**config.mk**
```make
export PLATFORM = sky130hd
export DESIGN_NAME = gray_bypass_fmt
export DESIGN_NICKNAME = d
export VERILOG_FILES = /design/src/rtl/gbf_pkg.sv /design/src/rtl/gbf_ctrl_mask.sv /design/src/rtl/gbf_src_sel.sv /design/src/rtl/gbf_out_stage.sv /design/src/rtl/gray_bypass_fmt.sv
export SDC_FILE = /design/constraint.sdc
export NUM_CORES = 1
export LEC_CHECK = 0
export CAP_MARGIN = 25
export CORE_ASPECT_RATIO = 1.2
export CORE_MARGIN = 2
export CORE_UTILIZATION = 30
export DETAILED_ROUTE_END_ITERATION = 6
export GPL_TIMING_DRIVEN = 0
export PLACE_DENSITY = 0.71
export SYNTH_ARGS = -nofsm -noshare
export SYNTH_HDL_FRONTEND = slang
export SYNTH_HIERARCHICAL = 1
export SYNTH_SLANG_ARGS = --single-unit
```
**constraint.sdc**
```tcl
create_clock -name clk -period 1.3 [get_ports clk]
set_clock_uncertainty 0.15 [all_clocks]
set_input_delay 0.195 -clock clk [delete_from_list [all_inputs] [get_ports clk]]
set_output_delay 0.195 -clock clk [all_outputs]
set_load 0.005 [all_outputs]
```
**src/rtl/gbf_pkg.sv**
```systemverilog
// Package: shared types for the palette bypass output formatter.
// Assumes a 2-bit display mode encoding fixed by the pixel decoder upstream.
package gbf_pkg;
    typedef enum logic [1:0] {
        MODE_DIRECT     = 2'd0,
        MODE_HALFBRIGHT = 2'd1,
        MODE_HOLD6      = 2'd2,
        MODE_HOLD8      = 2'd3
    } pix_mode_e;
endpackage

```
**src/rtl/gbf_ctrl_mask.sv**
```systemverilog
// Module: gbf_ctrl_mask
// Clears the index bits that carry control meaning in the current display
// mode. Every other bit keeps its position. Purely combinational.
// Assumes the control field positions given by the parameters lie inside IDX_W.
module gbf_ctrl_mask
    import gbf_pkg::*;
#(
    parameter int IDX_W    = 8,
    parameter int HALF_BIT = 5,
    parameter int HOLD6_LO = 4,
    parameter int HOLD8_LO = 0
) (
    input  pix_mode_e          mode,
    input  logic [IDX_W-1:0]   idx,
    output logic [IDX_W-1:0]   idx_clean
);
    logic [IDX_W-1:0] keep;

    // Per bit: decide whether the current mode reserves this bit position.
    for (genvar i = 0; i < IDX_W; i++) begin : g_bit
        localparam bit IN_HALF  = (i == HALF_BIT);
        localparam bit IN_HOLD6 = (i == HOLD6_LO) || (i == HOLD6_LO + 1);
        localparam bit IN_HOLD8 = (i == HOLD8_LO) || (i == HOLD8_LO + 1);
        always_comb begin
            unique case (mode)
                MODE_HALFBRIGHT: keep[i] = !IN_HALF;
                MODE_HOLD6:      keep[i] = !IN_HOLD6;
                MODE_HOLD8:      keep[i] = !IN_HOLD8;
                default:         keep[i] = 1'b1;
            endcase
        end
    end

    // Apply the keep mask to the incoming index.
    assign idx_clean = idx & keep;
endmodule

```
**src/rtl/gbf_src_sel.sv**
```systemverilog
// Module: gbf_src_sel
// Picks the grey source: the sprite index when a sprite owns the pixel,
// otherwise the playfield index with its control bits masked. The chosen
// index is then widened or narrowed to one colour component.
// Assumes the sprite index is already free of control bits.
module gbf_src_sel
    import gbf_pkg::*;
#(
    parameter int IDX_W  = 8,
    parameter int COMP_W = 8
) (
    input  pix_mode_e          mode,
    input  logic [IDX_W-1:0]   pix_idx,
    input  logic               spr_hit,
    input  logic [IDX_W-1:0]   spr_idx,
    output logic [COMP_W-1:0]  gray
);
    logic [IDX_W-1:0] pix_clean;
    logic [IDX_W-1:0] chosen;

    gbf_ctrl_mask #(.IDX_W(IDX_W)) u_mask (
        .mode      (mode),
        .idx       (pix_idx),
        .idx_clean (pix_clean)
    );

    // Sprite pixels bypass the mode masking entirely.
    always_comb chosen = spr_hit ? spr_idx : pix_clean;

    // Fit the index into one component: zero-extend above it or keep its low bits.
    if (COMP_W >= IDX_W) begin : g_widen
        assign gray = {{(COMP_W-IDX_W){1'b0}}, chosen};
    end else begin : g_narrow
        assign gray = chosen[COMP_W-1:0];
    end
endmodule

```
**src/rtl/gbf_out_stage.sv**
```systemverilog
// Module: gbf_out_stage
// The single output register. It loads either the palette colour or the
// grey value copied to all three components.
// Assumes a synchronous active-low reset.
module gbf_out_stage #(
    parameter int COMP_W = 8,
    localparam int RGB_W = 3 * COMP_W
) (
    input  logic               clk,
    input  logic               rst_n,
    input  logic               bypass,
    input  logic [RGB_W-1:0]   pal_rgb,
    input  logic [COMP_W-1:0]  gray,
    output logic [RGB_W-1:0]   rgb_q
);
    logic [RGB_W-1:0] rgb_d;

    // Choose the next colour: palette result or replicated grey.
    always_comb rgb_d = bypass ? {3{gray}} : pal_rgb;

    // Register the colour once for both paths.
    always_ff @(posedge clk) begin
        if (!rst_n) rgb_q <= '0;
        else        rgb_q <= rgb_d;
    end
endmodule

```
**src/rtl/gray_bypass_fmt.sv**
```systemverilog
// Module: gray_bypass_fmt (top)
// Palette bypass output formatter. Forwards the palette colour, or shows the
// mode-masked pixel index (or the sprite index) as grey, after one register.
// Assumes the palette colour belongs to the same pixel as the index.
module gray_bypass_fmt
    import gbf_pkg::*;
#(
    parameter int IDX_W  = 8,
    parameter int COMP_W = 8,
    localparam int RGB_W = 3 * COMP_W
) (
    input  logic               clk,
    input  logic               rst_n,
    input  logic [IDX_W-1:0]   pix_idx,
    input  logic [1:0]         pix_mode,
    input  logic               spr_hit,
    input  logic [IDX_W-1:0]   spr_idx,
    input  logic [RGB_W-1:0]   pal_rgb,
    input  logic               bypass_en,
    output logic [COMP_W-1:0]  out_r,
    output logic [COMP_W-1:0]  out_g,
    output logic [COMP_W-1:0]  out_b
);
    logic [COMP_W-1:0] gray;
    logic [RGB_W-1:0]  rgb_q;

    gbf_src_sel #(.IDX_W(IDX_W), .COMP_W(COMP_W)) u_sel (
        .mode    (pix_mode_e'(pix_mode)),
        .pix_idx (pix_idx),
        .spr_hit (spr_hit),
        .spr_idx (spr_idx),
        .gray    (gray)
    );

    gbf_out_stage #(.COMP_W(COMP_W)) u_out (
        .clk     (clk),
        .rst_n   (rst_n),
        .bypass  (bypass_en),
        .pal_rgb (pal_rgb),
        .gray    (gray),
        .rgb_q   (rgb_q)
    );

    // Split the registered colour into its three components.
    assign out_r = rgb_q[3*COMP_W-1:2*COMP_W];
    assign out_g = rgb_q[2*COMP_W-1:COMP_W];
    assign out_b = rgb_q[COMP_W-1:0];

    // palette colour appears one cycle later when bypass was clear.
    p_pal_pass_r2: assert property (@(posedge clk) disable iff (!rst_n)
        ($past(rst_n) && !$past(bypass_en)) |-> ({out_r, out_g, out_b} == $past(pal_rgb)));

    // bypass output is grey.
    p_gray_equal_r3: assert property (@(posedge clk) disable iff (!rst_n)
        ($past(rst_n) && $past(bypass_en)) |-> (out_r == out_g && out_g == out_b));

    // the half-bright flag never reaches the output.
    p_half_clear_r5: assert property (@(posedge clk) disable iff (!rst_n)
        ($past(rst_n) && $past(bypass_en) && !$past(spr_hit) && $past(pix_mode) == 2'd1)
        |-> (out_r[5] == 1'b0));

    // the 6-plane control bits never reach the output.
    p_hold6_clear_r6: assert property (@(posedge clk) disable iff (!rst_n)
        ($past(rst_n) && $past(bypass_en) && !$past(spr_hit) && $past(pix_mode) == 2'd2)
        |-> (out_r[5:4] == 2'b00));

    // the 8-plane control bits never reach the output.
    p_hold8_clear_r7: assert property (@(posedge clk) disable iff (!rst_n)
        ($past(rst_n) && $past(bypass_en) && !$past(spr_hit) && $past(pix_mode) == 2'd3)
        |-> (out_r[1:0] == 2'b00));

    // a sprite index is shown unchanged.
    p_sprite_raw_r8: assert property (@(posedge clk) disable iff (!rst_n)
        ($past(rst_n) && $past(bypass_en) && $past(spr_hit))
        |-> (out_r == COMP_W'($past(spr_idx))));
endmodule

```
==> results of run 1 <==
logic make-up after synthesis:
group	share of synthesized area
buf+inv	0.0665
mux	0.110
fa+ha+maj	0.0229
compound gates	0.165
flops	0.440
simple gates	0.195
critical path, stage by stage:
cell	delay, ps
clkdlybuf4s15_1	200
ha_1	290
and2_1	140
mux2_4	280
nand2_4	80
a21boi_1	60
cell type report:
cell class | count | share of cell area
Timing Repair Buffer | 64 | 0.334
Multi-Input combinational cell | 70 | 0.298
Sequential cell | 24 | 0.263
Buffer | 10 | 0.0376
Tap cell | 39 | 0.0267
Clock buffer | 3 | 0.0226
Clock inverter | 1 | 0.0164
Inverter | 1 | 0.00205
per-layer routing:
metal | vias to the layer above | track usage | routed length (um)
met4 | 0 | 0.0682 | 34
li1 | 473 | - | -
met5 | - | 0 | 0
met1 | 436 | 0.145 | 1050
met2 | 39 | 0.279 | 1570
met3 | 2 | 0.0278 | 169
stage by stage:
| stage | total power [mW] | setup slack [ps] | std cells | hold slack [ps] |
|---|---|---|---|---|
| final | 1.83 | 72.0 | 212 | 216 |
| after global routing | 1.90 | 13.8 | 212 | 246 |
| after CTS | 1.85 | 20.4 | 212 | 219 |
| after detailed placement | 1.23 | -580 | 208 | 504 |
| after global placement | 1.22 | -552 | 208 | 480 |
| after floorplan | 0.972 | 27.0 | 105 | 197 |
where the power goes:
group,total (mW),internal [mW],switching [mW]
combinational,0.375,0.251,0.124
sequential,0.796,0.785,0.0106
clock,0.658,0.412,0.246
cells in the mapped netlist:
cell type	n	share of area
nand2b_1	24	0.14
buf_6	1	0.010
nor2b_1	2	0.011
inv_1	1	0.0034
nand2_1	8	0.028
buf_2	4	0.018
a21boi_1	24	0.17
mux2_4	8	0.11
ha_1	2	0.023
buf_4	5	0.034
and2_1	1	0.0057
dfxtp_1	24	0.44
nor2b_4	1	0.013
how the worst min path moves through the flow:
stage,startpoint,endpoint,slack (ps)
2_1_floorplan,pal_rgb[22],u_out/rgb_q[22],200
3_3_place_gp,pix_idx[6],u_out/rgb_q[14],480
3_5_place_dp,pix_idx[7],u_out/rgb_q[7],500
4_1_cts,pix_idx[7],u_out/rgb_q[23],220
5_1_grt,pix_idx[7],u_out/rgb_q[23],250
6_report,pix_idx[7],u_out/rgb_q[23],220
repair_timing:
action	in CTS	in global routing
pin swaps	0	1
endpoints found under the setup margin	36	3
resized for setup	29	2
endpoints found under the hold margin	0	0
==> impl_metrics.csv, run 1 <==
group,metric,value,unit
timing,setup_tns,0,ps
layout,syn2layout_area_growth,67.8,%
synthesis,ys_seq_area_frac,0.440,
die,ios,70,
layout,n_antenna_cell,0,
timing,slew_violations,0,
timing,hold_viol,0,
layout,final_cell_area,1830,um^2
layout,largest_register_ffs,24,
layout,drive_above_1_share,0.145,
die,die_x,59.1,um
die,initial_core_util,0.305,
global_route,grt_use_total,0.147,
layout,layout_commonest_cell,"clkdlybuf4s50_1",
detailed_routing,post_drt_via_cell_ratio,4.48,
worst_setup_path,path_max_fanout,3,
detailed_routing,routed_wl,2.82,mm
timing,tightest_slew,174,ps
worst_setup_path,worstPathRequired,1320,ps
detailed_routing,drc,0,
clocking,postCtsSetupRepairBufs,0,
layout,final_util,0.512,
layout,fin_nets,222,
detailed_routing,drt-initial-drc-count,17,
detailed_routing,detail-route-antenna-nets,0,
clocking,root_buffer,"clkbuf_8",
min_path,hold_path_class,"input pin to register",
synthesis,synth_nets,153,
job,maxCapViolCount,0,
synthesis,ys_seq_elements,24,
synthesis,avgSynthCellArea,10.4,um^2
timing,fmax,814,MHz
timing,finalSetupViolations,0,
worst_setup_path,end_kind,"register",
clocking,cts_tree,"built",
layout,seq_area,482,um^2
die,die_area,4140,um^2
layout,mostFrequentLayoutCells,"clkdlybuf4s50_1, dlygate4sd2_1, nand2b_1, a21boi_1, dfxtp_1",
placement,routabilityCongestion,0.730,
placement,hpwl,2.35,mm
die,core-area,3570,um^2
pwr,ir_worst_vdd,363,uV
timing,period_minus_slack,1230,ps
layout,reg_top3,"u_out/rgb_q: 24 flops",
worst_setup_path,start_kind,"input pin",
layout,multi_input_area,546,um^2
layout,num-fill-cells,332,
clocking,postCtsHoldBufs,0,
detailed_routing,dr_total_vias,950,
global_route,antenna_found_initial,0,
placement,dpl_cell_area,1780,um^2
timing,rsz0062_at_grt,"false",
clocking,cts_buffers,3,
synthesis,yosys_warnings,6,
global_route,grt_max_degree,15,
placement,numPortBuffers,64,
run_status,status,"completed",
worst_setup_path,cp_data_arrival_time,1250,ps
pwr,power_density,999,nW/um^2
clocking,cts_buffer_depth,2,
global_route,grt_pass1_wl,4.56,mm
min_path,hold_depth,4,
worst_setup_path,crit_path_start,"pix_mode[1]",
global_route,grt-ovfl-total,0,
clocking,clkSlewWorstSetupHoldPaths,90,ps
synthesis,syn_area,1090,um^2
detailed_routing,firstDrtPassIters,4,
timing,finalCritPeriodShare,0.945,
clocking,htree_levels,1,
worst_setup_path,criticalPathCategory,"input pin to register",
clocking,cts_sinks,24,
timing,slew_headroom,0.883,
die,fp-row-count,24,
pwr,leakagePower,0.855,nW
synthesis,synthDistinctLibCells,13,
detailed_routing,routedWlPerCell,13.3,um
die,die_y,70.1,um
global_route,grt_pass1_vias,1035,
synthesis,synthCells,105,
worst_setup_path,worstSetupEndpoint,"u_out/rgb_q[5]",
layout,top_register,"u_out/rgb_q",
Note: power is estimated with default switching activity, not from simulation.
==> run 2, diff against run 1 <==
- CTS_CLUSTER_DIAMETER: unset -> 200
==> results of run 2 <==
Same layout as run 1: the final DEF is identical, and so are final timing and power.
